--- config.mk ---
export PLATFORM = sky130hd
export DESIGN_NAME = irq_gate_top
export DESIGN_NICKNAME = d
export VERILOG_FILES = /design/src/rtl/irq_gate_pkg.sv /design/src/rtl/irq_enable_eval.sv /design/src/rtl/irq_pend_eval.sv /design/src/rtl/irq_gate_top.sv
export SDC_FILE = /design/constraint.sdc
export NUM_CORES = 1
export LEC_CHECK = 0
export CAP_MARGIN = 20
export CORE_MARGIN = 4
export CORE_UTILIZATION = 30
export CTS_BUF_LIST = sky130_fd_sc_hd__clkbuf_16
export DETAILED_ROUTE_END_ITERATION = 7
export DONT_BUFFER_PORTS = 1
export PLACE_DENSITY = 0.43
export SLEW_MARGIN = 40
export SYNTH_ARGS = -nofsm -noshare
export SYNTH_HDL_FRONTEND = slang
export SYNTH_SLANG_ARGS = --single-unit
--- constraint.sdc ---
create_clock -name clk -period 4.42 [get_ports clk]
set_clock_uncertainty 0.2 [all_clocks]
set_input_delay 0.884 -clock clk [delete_from_list [all_inputs] [get_ports clk]]
set_output_delay 0.884 -clock clk [all_outputs]
set_load 0.005 [all_outputs]
--- src/rtl/irq_gate_pkg.sv ---
package irq_gate_pkg;
  parameter int unsigned LINE_W_DEF = 8;

  typedef enum logic {
    MODE_LINES = 1'b0,
    MODE_LEVEL = 1'b1
  } irq_mode_e;
endpackage

--- src/rtl/irq_enable_eval.sv ---
module irq_enable_eval #(
  parameter bit MT_CAPABLE = 1'b1
) (
  input  logic stat_ie,
  input  logic stat_exl,
  input  logic stat_erl,
  input  logic dbg_mode,
  input  logic thr_exempt,
  output logic en_ok
);
  logic exempt_eff;

  generate
    if (MT_CAPABLE) begin : g_mt
      assign exempt_eff = thr_exempt;
    end else begin : g_st
      logic unused_exempt;
      assign unused_exempt = thr_exempt;
      assign exempt_eff    = 1'b0;
    end
  endgenerate

  logic blocked;
  always_comb begin
    blocked = stat_exl | stat_erl | dbg_mode | exempt_eff;
    en_ok   = stat_ie & ~blocked;
  end
endmodule

--- src/rtl/irq_pend_eval.sv ---
module irq_pend_eval
  import irq_gate_pkg::*;
#(
  parameter int unsigned LINE_W = LINE_W_DEF
) (
  input  logic              mode_bit,
  input  logic [LINE_W-1:0] pend_lines,
  input  logic [LINE_W-1:0] mask_lines,
  output logic              pend_ok
);
  logic [LINE_W-1:0] line_hit;
  logic              any_line;
  logic              above_level;
  irq_mode_e         mode;

  genvar gi;
  generate
    for (gi = 0; gi < LINE_W; gi++) begin : g_line
      assign line_hit[gi] = pend_lines[gi] & mask_lines[gi];
    end
  endgenerate

  always_comb begin
    mode        = irq_mode_e'(mode_bit);
    any_line    = |line_hit;
    above_level = (pend_lines > mask_lines);
    unique case (mode)
      MODE_LEVEL: pend_ok = above_level;
      default:    pend_ok = any_line;
    endcase
  end
endmodule

--- src/rtl/irq_gate_top.sv ---
module irq_gate_top
  import irq_gate_pkg::*;
#(
  parameter int unsigned LINE_W     = LINE_W_DEF,
  parameter bit          MT_CAPABLE = 1'b1
) (
  input  logic              clk,
  input  logic              rst,
  input  logic              stat_ie,
  input  logic              stat_exl,
  input  logic              stat_erl,
  input  logic              dbg_mode,
  input  logic              thr_exempt,
  input  logic              vec_ext_mode,
  input  logic [LINE_W-1:0] pend_lines,
  input  logic [LINE_W-1:0] mask_lines,
  output logic              irq_enabled,
  output logic              irq_take
);
  logic en_ok;
  logic pend_ok;

  irq_enable_eval #(.MT_CAPABLE(MT_CAPABLE)) u_enable (
    .stat_ie    (stat_ie),
    .stat_exl   (stat_exl),
    .stat_erl   (stat_erl),
    .dbg_mode   (dbg_mode),
    .thr_exempt (thr_exempt),
    .en_ok      (en_ok)
  );

  irq_pend_eval #(.LINE_W(LINE_W)) u_pend (
    .mode_bit   (vec_ext_mode),
    .pend_lines (pend_lines),
    .mask_lines (mask_lines),
    .pend_ok    (pend_ok)
  );

  always_ff @(posedge clk) begin
    if (rst) begin
      irq_enabled <= 1'b0;
      irq_take    <= 1'b0;
    end else begin
      irq_enabled <= en_ok;
      irq_take    <= en_ok & pend_ok;
    end
  end
endmodule

==> summary.md, run 1 <==
The tree is rooted in a clkbuf_16. Power density normalized to cell area: 352 nW/um2. After filler insertion, the fill cell instance count of the layout stands at 122.

The run gives 85 as the net count after synthesis. The arrival time at the worst endpoint was 1.79 ns. The deepest clock path buffer count is 2, and the area growth from synthesis to layout is 23.6%. The share of the Yosys chip area taken by registers is 10.2%. The initial antenna violation count came out at 0.

The count of instances resized after the clock tree is built was 0; the post-route setup TNS was 0 ns. In this run, synthesis produced a sequential element count of 2. The count of inserted antenna diode cells is 0. The design area was 484 um2; the distinct cell type count after synthesis was 18. The residual antenna-violating net count after detailed routing is 0.

The tightest hold path in the finished design has a slack of 0.547 ns. The smallest clock period supported by the final layout is computed as 1.88 ns. Startpoint class of the critical path: an input pin. The final cycle utilization of the critical path is 42.6%, and the total congestion overflow is 0. The tools report the overall via count from detail_route as 324. In this run the cell area of the synthesized design comes to 392 um2.

The CTS clock-pin slew for the worst setup and hold paths came out at 0.03 ns. The total number of H-tree levels is 1, and the number of hold-slack violations in the final timing report is 0. STA classifies the critical path endpoint as a flip-flop.

The run gives 0 as the max-cap violation count. The leakage dissipation is 0.000262 uW. The tools report the worst max-slew margin expressed relative to the limit as 82.8%. The most common cell after layout, fill and taps aside was ha_1. After detailed routing, the number of vias per cell comes to 5.23. The count of buffers inserted at the top-level ports was 0. Final-report max-slew violation count: 0. The global-route usage over all layers came out at 9.51%. The floorplan die area is 1950 um2.

The run gives 40.0 um2 as the footprint of the flip-flops and latches. The number of nets in the final layout was 90; the number of hold buffers added after cts was 0. The logs give 409 um2 for the post-placement cell area and 0.699 for the placer congestion estimate. After detailed routing, the average wire length per cell comes to 13.8 um.

The multi-input combinational cells in the finished layout cover a total of 322 um2. Cells with a size suffix above 1 make up 8.33% of the layout. After layout, the worst setup slack is 2.54 ns. After floorplanning, the core was sized to cover 1170 um2. The transition time at the pin with the least slew margin was 0.256 ns. In this run the mean area of a mapped cell was 8.70 um2.

The via count of the first global-routing pass is 344, and the maximum fanout encountered on the critical timing path is 3. The top cell types in the final layout, fill and taps aside, are ha_1 (16), inv_1 (8), clkbuf_16 (3). The cell count after synthesis came out at 45.

After clock tree synthesis, the setup repair step added 0 buffers. TritonCTS built the clock tree. The class of the most critical setup path was input pin to flip-flop. The final routed wirelength across all metal layers came out at 856 um. Derived from the worst setup path, the maximum achievable clock frequency is 531 MHz. For the pin count of the biggest net entering global routing, the log shows 4.

In this run the worst hold path is classified as input pin to flip-flop. Setup repair after global routing left no endpoint under its margin. The Yosys step of the flow raised 0 warnings. Once detailed placement completed, the half-perimeter wirelength came to 813 um. 26 I/O pins were placed.

The final core utilization is 41.3%, and the effective utilization at floorplan is 33.4%. Total clock sinks: 2. The detailed-routing iteration count for the pre-antenna-repair pass is 1. Width of the die: 44.1 um.

The post-placement worst setup slack is 2.31 ns, and the initial detailed-routing violation count is 0. The die is 44.1 um tall. The data required time at the worst endpoint is 4.32 ns.

The run finished with clean final reports. The maximum vdd ir drop came out at 0.178 mV. After floorplanning, the core was divided into 12 placement rows.

Setup violations remaining at the end of the flow were counted as 0. The number of CTS-inserted buffers came out at 3. The first global-routing pass estimated 1.30 mm of wire. The number of design rule violations left after detail routing is 0.
final timing paths:
check	startpoint	cells past startpoint	end	slack, ns
worst max-delay path	mask_lines[6]	6	irq_take$_SDFF_PP0_	2.54
worst min-delay path	stat_exl	1	irq_enabled$_SDFF_PP0_	0.55
report_power, final:
part           internal, uW  switching (uW)  leakage (uW)  total, uW
combinational          9.80            10.0      0.000209       19.8
clock                   115            17.4     0.0000370        132
sequential             18.4          0.0796     0.0000161       18.5
layout make-up:
cell class / count / area share [%]
multi-input cells: 35 / 66.4
clock buffers: 3 / 15.5
flip-flops and latches: 2 / 8.27
inverters: 8 / 6.20
well taps: 14 / 3.62
worst max-delay path, stage by stage:
cell and delay, ns:
inv_1 0.03, ha_1 0.31, a21o_1 0.19, nand2_1 0.06, nand4b_1 0.09, o211a_1 0.22
per-layer routing:
metal / global-route usage, % / part of all wire, %
met3: 7.72 / 17
met2: 14.8 / 51
met1: 7.42 / 30
met4: 8.43 / 2.0
met5: 0 / 0
sequential cells by signal, summed over array words and instances (netlist names):
name and cells:
irq_enabled 1, irq_take 1
synth_stat cells (all sizes together):
cell type	count	share of area, %
a21oi	2	2.6
ha	16	51
o211a	1	2.6
nand3	1	1.3
nor2b	1	1.6
nor3	3	5.1
nor2	1	0.96
nand4	2	3.2
or4b	1	2.6
nor4	1	1.6
dfxtp	2	10
a31oi	1	1.6
nand4b	1	2.2
a21o	1	1.9
nand2	2	1.9
inv	8	7.7
o211ai	1	1.9
kinds of logic (layout without fill, tap and decap cells):
logic type               Yosys count  after routing  synth area share [%]
AND/OR/NAND/NOR                   13             13                  20.4
flip-flops                         2              2                  10.2
adder cells (fa/ha/maj)           16             16                  51.1
buffers and inverters              8             11                  7.67
AO/OA/AOI/OAI                      6              6                  10.5
through the flow:
stage | instances | power, uW
final | 62 | 170
after global routing | 62 | 180
after CTS | 62 | 173
after detailed placement | 59 | 39.0
after global placement | 59 | 37.9
after floorplan | 45 | 34.6
(Power assumes the default switching activity.)
==> run 2: changes to the inputs <==
--- a/config.mk
+++ b/config.mk
@@ -5,6 +5,7 @@
 export SDC_FILE = /design/constraint.sdc
 export NUM_CORES = 1
 export LEC_CHECK = 0
+export ABC_AREA = 1
 export CAP_MARGIN = 20
 export CORE_MARGIN = 4
 export CORE_UTILIZATION = 30
==> constraint.sdc (replaced) <==
create_clock -name clk -period 1.8 [get_ports clk]
set_clock_uncertainty 0.2 [all_clocks]
set_input_delay 0.36 -clock clk [delete_from_list [all_inputs] [get_ports clk]]
set_output_delay 0.36 -clock clk [all_outputs]
set_load 0.005 [all_outputs]
==> summary.md, run 2 <==
By startpoint and endpoint, the worst setup path is classified as input pin to flip-flop. The width of the die was 44.9 um; the routed wirelength normalized by instance count was 9.39 um. Net switching is 17.3% of the power. The upper clock frequency limit is 845 MHz. The logs give 2 for the deepest clock path buffer count and 91.0% for the worst max-slew margin expressed relative to the limit.

The detailed router finished its first iteration with 4 violations. Prior to clock tree synthesis, the placed netlist has a worst setup slack of 0.382 ns. The Yosys step of the flow raised 0 warnings.

The worst setup path is launched from an input pin. On the worst path, the slowest cell contributes a delay of 0.28 ns. The global-route usage over all layers is 8.14%, and the count of buffering cells on the critical path with inverters included is 1. The wire length of the first global-routing pass came out at 1.21 mm. Once the floorplan was initialized, standard cells occupied 31.8% of the core. The tools report the floorplan die area as 2020 um2. Total clock sinks: 2.

For the count of inserted antenna diode cells, the log shows 0. The number of standard cells after synthesis was 58; the count of buffers inserted at the top-level ports was 0. 26 I/O pins were placed. After synthesis, the cell types taking the most area are ha_1 (49%), inv_1 (11%), nand2_1 (10%). The vertical die dimension works out to 44.9 um.

Buffers added to address setup during post-CTS repair amount to 0. The via count of the first global-routing pass is 357. The analysis attributes to cell leakage a power of 0.000297 uW. From synthesis to final layout, the design area changed by 22.9%. The signal on the critical path passes through inv_1 > ha_1 > a21o_1 > nor2_1 > nand2_1 > nand2_1 > a21oi_1. The proportion of layout cells with a drive suffix above 1 came out at 6.56%.

For the post-placement cell area, the log shows 428 um2. Post-route total power: 425 uW. Adding up every negative setup slack in the final design gives 0 ns. The biggest area contributor in the post-synthesis netlist is ha_1. The run gives 0 as the number of hold-slack violations in the final timing report. The residual antenna-violating net count after detailed routing came out at 0. The number of nets handed over by synthesis was 98.

The run gives 1 as the total number of H-tree levels. The number of fill cells was 145; the final critical path time including I/O delays and setup was 1.18 ns. Per report_power, the combinational group accounts for 12.2% of the total. Worst hold-check path type: input pin to flip-flop.

The final routed wirelength across all metal layers came out at 714 um. Entering global routing, the biggest net connects 3 pins. The sequential area share after synthesis came out at 9.79%. Synthesis inferred 2 register bits.

The tools report the core footprint as 1280 um2. After clock tree synthesis, the repair step resized 0 gates. The final-report max-slew violation count came out at 0. The most common cell after layout, fill and taps aside was ha_1. The finished cells cover 503 um2.

At the pin with the least slew margin, the transition time is 0.135 ns. Clock-pin slew was measured on the worst setup and hold paths at 0.03 ns. The tools report the endpoint class of the critical path as a flip-flop. The logs give 12 for the distinct cell type count after synthesis and 0 for the total congestion overflow. Across all setup checks in the final design, the least slack found is 0.616 ns. Averaged over all synthesized cells, the footprint is 7.05 um2. IR analysis of the VDD net gives a maximum drop of 0.194 mV. For the internal cell power, the log shows 352 uW. In the layout the commonest cells are ha_1 (16), inv_1 (12), nand2_1 (11), nor2_1 (7). The routed layout has 335 vias.

For this design the ratio of total power to cell area is 845 nW/um2. The number of nets in the final layout was 103; the proportion of power drawn by the clock network was 77.2%. The power share of the sequential group was 10.7%. For the cell area after synthesis, the log shows 409 um2.

The tool flagged a number of max-cap violations equal to 0. Dividing the detail-routed via count by the number of cells gives 4.41. In this design, the critical path's most frequently occurring cell is nand2_1.

The initial antenna violation count was 0; the arrival time at the worst endpoint was 1.09 ns. The initialized floorplan defines 13 standard-cell rows. Of all flip-flops after synthesis, the portion carrying an async set or reset was 0%. In this run, post-CTS hold repair placed 0 buffers. The largest registers in the layout are irq_enabled (1), irq_take (1). The most frequent cell after synthesis was ha_1. TritonCTS built the clock tree. The placer congestion estimate is 0.661, and the data required time at the worst endpoint is 1.71 ns. The top cell type by area accounts for 48.9% of the synthesized area.

The net switching power figure is 73.5 uW. The number of enable-type register cells in the synthesized netlist works out to 0. Grouping stages by cell kind, the critical path spends the most delay in adder cells. The tools report the number of design rule violations left after detail routing as 0. Of all nets on the critical path, the largest fanout is 2. The commonest cells after synthesis are ha_1 (16), inv_1 (12), nand2_1 (11).

The run gives 0 as the final setup violation count. Setup repair after global routing left no endpoint under its margin. Number of CTS-inserted buffers: 3. The root buffer cell chosen for the clock tree is clkbuf_16. The detailed-routing iteration count for the pre-antenna-repair pass was 3. The slowest cell on the critical path was ha_1.

The run finished with clean final reports. Dominant register cell in the synthesized netlist: dfxtp_1. After legalization and detailed placement, the total HPWL measured 656 um.

Final cycle utilization of the critical path: 65.8%.
run 2: cell types whose count changed in the layout (fill, tap and decap cells not counted), sizes merged, moves of 3 or more:
cell	change
nand2	+9
nor2	+7
inv	+4
nor3	-3
run 2: path summary, 6_finish.rpt:
kind                          start                endpoint  slack [ns]  depth (start not counted)
worst max-delay path  mask_lines[7]     irq_take$_SDFF_PP0_        0.62                          7
worst min-delay path            rst  irq_enabled$_SDFF_PP0_        0.01                          1
run 2: logic make-up (layout without fill, tap and decap cells):
group | count (synthesis) | count (layout) | synth area share (%)
DFF | 2 | 2 | 9.79
adders and majority gates | 16 | 16 | 48.9
and+or+nand+nor | 23 | 23 | 23.6
AOI/OAI and AO/OA | 5 | 5 | 6.73
buffers and inverters | 12 | 15 | 11.0
run 2: metrics by stage:
stage               hold WS, ns  util, %  cells
global route             0.0118     39.1     76
floorplan                 0.233        -     58
finish                   0.0138     39.1     76
CTS                      0.0123     39.1     76
detailed placement        0.237     33.3     73
global placement          0.237     33.3     73
run 2: final cells by class:
class	instances	area (um2)	share of cell area, %
inverter	12	45.0	8.96
clock buffer	3	75.1	14.9
multi-input combinational	44	324	64.4
sequential	2	40.0	7.96
tap	15	18.8	3.73
run 2: routing by layer:
layer | part of all wire (%) | wire (um) | GRT usage, % | vias up
li1 | - | - | - | 186
met1 | 39 | 282 | 10.0 | 139
met2 | 52 | 374 | 11.6 | 10
met3 | 8.0 | 57 | 3.19 | 0
met4 | 0 | 0 | 5.26 | 0
met5 | 0 | 0 | 0 | -
run 2: power by group through the flow:
| stage | logic (uW) | clock network [uW] | registers (uW) |
|---|---|---|---|
| finish | 51.7 | 328 | 45.3 |
| global route | 65.1 | 338 | 45.4 |
| CTS | 53.8 | 333 | 45.4 |
| detailed placement | 52.8 | 0 | 45.9 |
| global placement | 54.4 | 0 | 45.9 |
| floorplan | 43.7 | 0 | 45.8 |
==> run 3: changes to the inputs <==
--- a/config.mk
+++ b/config.mk
@@ -12,7 +12,7 @@
 export CTS_BUF_LIST = sky130_fd_sc_hd__clkbuf_16
 export DETAILED_ROUTE_END_ITERATION = 7
 export DONT_BUFFER_PORTS = 1
-export PLACE_DENSITY = 0.43
+export PLACE_DENSITY = 0.44
 export SLEW_MARGIN = 40
 export SYNTH_ARGS = -nofsm -noshare
 export SYNTH_HDL_FRONTEND = slang
==> constraint.sdc (replaced) <==
create_clock -name clk -period 1 [get_ports clk]
set_clock_uncertainty 0.2 [all_clocks]
set_input_delay 0.2 -clock clk [delete_from_list [all_inputs] [get_ports clk]]
set_output_delay 0.2 -clock clk [all_outputs]
set_load 0.005 [all_outputs]
==> summary.md, run 3 (synthesis results as in run 2) <==
The flow ran to the end, but the final reports show violations. The final reports fail on hold timing. After detailed routing, the number of remaining DRC violations is 0. Clock tree synthesis found a total of 2 sinks. After floorplanning, the core was divided into 13 placement rows. The average vias per placed instance was 4.78; the number of hold buffers added after cts was 1. Root buffer cell: clkbuf_16. The logs give 0.649 for the placer congestion estimate and 89.5% for the worst max-slew margin expressed relative to the limit. The analysis attributes to cell leakage a power of 0.000303 uW.

The hold slack is -0.151 ns. The path class of the tightest hold or removal check is input pin to flip-flop. The global-route usage over all layers was 11.1%; the overall via count from detail_route was 373. The worst hold path terminates at irq_enabled$_SDFF_PP0_. The largest registers in the layout are irq_enabled (1), irq_take (1). Across the run, the number of max-cap violations was 0. Buffers inserted during clock tree synthesis total 3.

Dividing the detail-routed wire length by the instance count gives 11.6 um. The multi-input combinational cell area is 448 um2. In this run the most critical hold path is launched from rst. The initial detailed-routing violation count came out at 0. The residual antenna-violating net count after detailed routing was 0; the deepest clock path buffer count was 2. The area growth from synthesis to layout is 65.4%. The total number of H-tree levels was 1; the final routed wirelength across all metal layers was 903 um. The arrival time at the worst endpoint was 0.90 ns. The die is 44.9 um tall.

The initial antenna violation count was 0. The final cycle utilization of the critical path was 99.3%. The maximum vdd ir drop came out at 0.510 mV. The number of antenna diodes in the final layout is 0.

Once the floorplan was initialized, standard cells occupied 31.8% of the core. For the detailed-routing iteration count for the pre-antenna-repair pass, the log shows 1. In this run the count of I/O pins placed on the die edge is 26.

The top cell types in the final layout, fill and taps aside, are nand2_1 (8), ha_4 (8), ha_1 (7), nor2_1 (6), inv_1 (4). Across the whole layout, storage elements account for 40.0 um2. The post-layout instance count excluding filler cells came out at 78.

Final-report max-slew violation count: 0. The logs give 438 for the via count of the first global-routing pass and -0.228 ns for the post-placement worst setup slack. The worst setup path is captured at a flip-flop. The proportion of layout cells with a drive suffix above 1 works out to 46.0%. The die is 44.9 um wide. Measured on the finished design, the core utilization comes to 52.7%. The core footprint is 1280 um2. The CTS clock-pin slew for the worst setup and hold paths is 0.03 ns. The run gives 1010 MHz as the upper clock frequency limit. The pin count of the biggest net entering global routing is 3, and the final critical path time including I/O delays and setup is 0.993 ns.

The transition time at the pin with the least slew margin was 0.157 ns. The number of cells on the worst hold path is 1. The count of buffers inserted at the top-level ports is 0, and the total congestion overflow is 0. The tools report the final setup violation count as 0. The class of the most critical setup path is input pin to flip-flop. For the data required time at the worst endpoint, the log shows 0.91 ns. Setup slack on the critical path of the routed design comes to 0.00727 ns. The worst setup path is launched from an input pin.

The tools report the post-placement cell count as 73. The design draws 849 uW. Setup repair after global routing could not meet its margin everywhere. Power spread over the standard cell area amounts to 1250 nW/um2.

TritonCTS built the clock tree. The wire length of the first global-routing pass came out at 1.59 mm. The tools report the number of nets in the final layout as 105.

Number of fill cells: 123. The maximum fanout encountered on the critical timing path works out to 2. The floorplan step defined a die boundary enclosing 2020 um2. The number of hold-slack violations in the final timing report came out at 2. The final HPWL from detailed placement was 788 um.
-- run 3: cell types whose count changed in the layout (fill, tap and decap cells not counted), sizes merged --
cell,before,now
buf,0,1
dlygate4sd3,0,1
-- run 3: area by class of cell --
class                           count  area share (%)
Timing Repair Buffer                2            2.59
Clock buffer                        3            11.1
Multi-Input combinational cell     44            66.2
Inverter                           12            11.5
Sequential cell                     2            5.91
Tap cell                           15            2.77
-- run 3: worst max path at each step --
stage | end | from | cells after the start
6_report | irq_take$_SDFF_PP0_ | pend_lines[6] | 4
5_1_grt | irq_take$_SDFF_PP0_ | mask_lines[3] | 10
4_1_cts | irq_take$_SDFF_PP0_ | mask_lines[7] | 8
3_5_place_dp | irq_take$_SDFF_PP0_ | mask_lines[7] | 8
3_3_place_gp | irq_take$_SDFF_PP0_ | mask_lines[5] | 8
2_1_floorplan | irq_take$_SDFF_PP0_ | mask_lines[3] | 10
-- run 3: report_power, final --
group          total (uW)  internal [uW]  leakage (uW)  switching, uW
Combinational         160           88.1      0.000249           72.1
Sequential           81.5           81.2     0.0000161          0.321
Clock                 607            509     0.0000370           98.1
-- run 3: per-stage QoR --
| step | instance area, um2 | TNS [ns] |
|---|---|---|
| 2_1_floorplan | 544 | -0.149 |
| 3_3_place_gp | 563 | -0.230 |
| 3_5_place_dp | 563 | -0.228 |
| 4_1_cts | 651 | 0 |
| 5_1_grt | 677 | -0.0479 |
| 6_report | 677 | 0 |
-- run 3: per-layer routing --
layer | share of wire, % | GRT usage (%)
met1 | 31 | 9.33
met2 | 50 | 18.4
met3 | 17 | 7.17
met4 | 1.7 | 8.77
met5 | 0 | 0
-- run 3: worst max-delay path, stage by stage --
cell and delay (ns):
ha_1 0.18, or3_1 0.31, o21ai_1 0.18, a21oi_2 0.04
-- run 3: timing repair --
action	CTS	global route
gates cloned	0	0
endpoints found under the hold margin	2	2
gates resized for setup	1	7
endpoints found under the setup margin	1	1
setup buffers	0	1
pin swaps	0	6
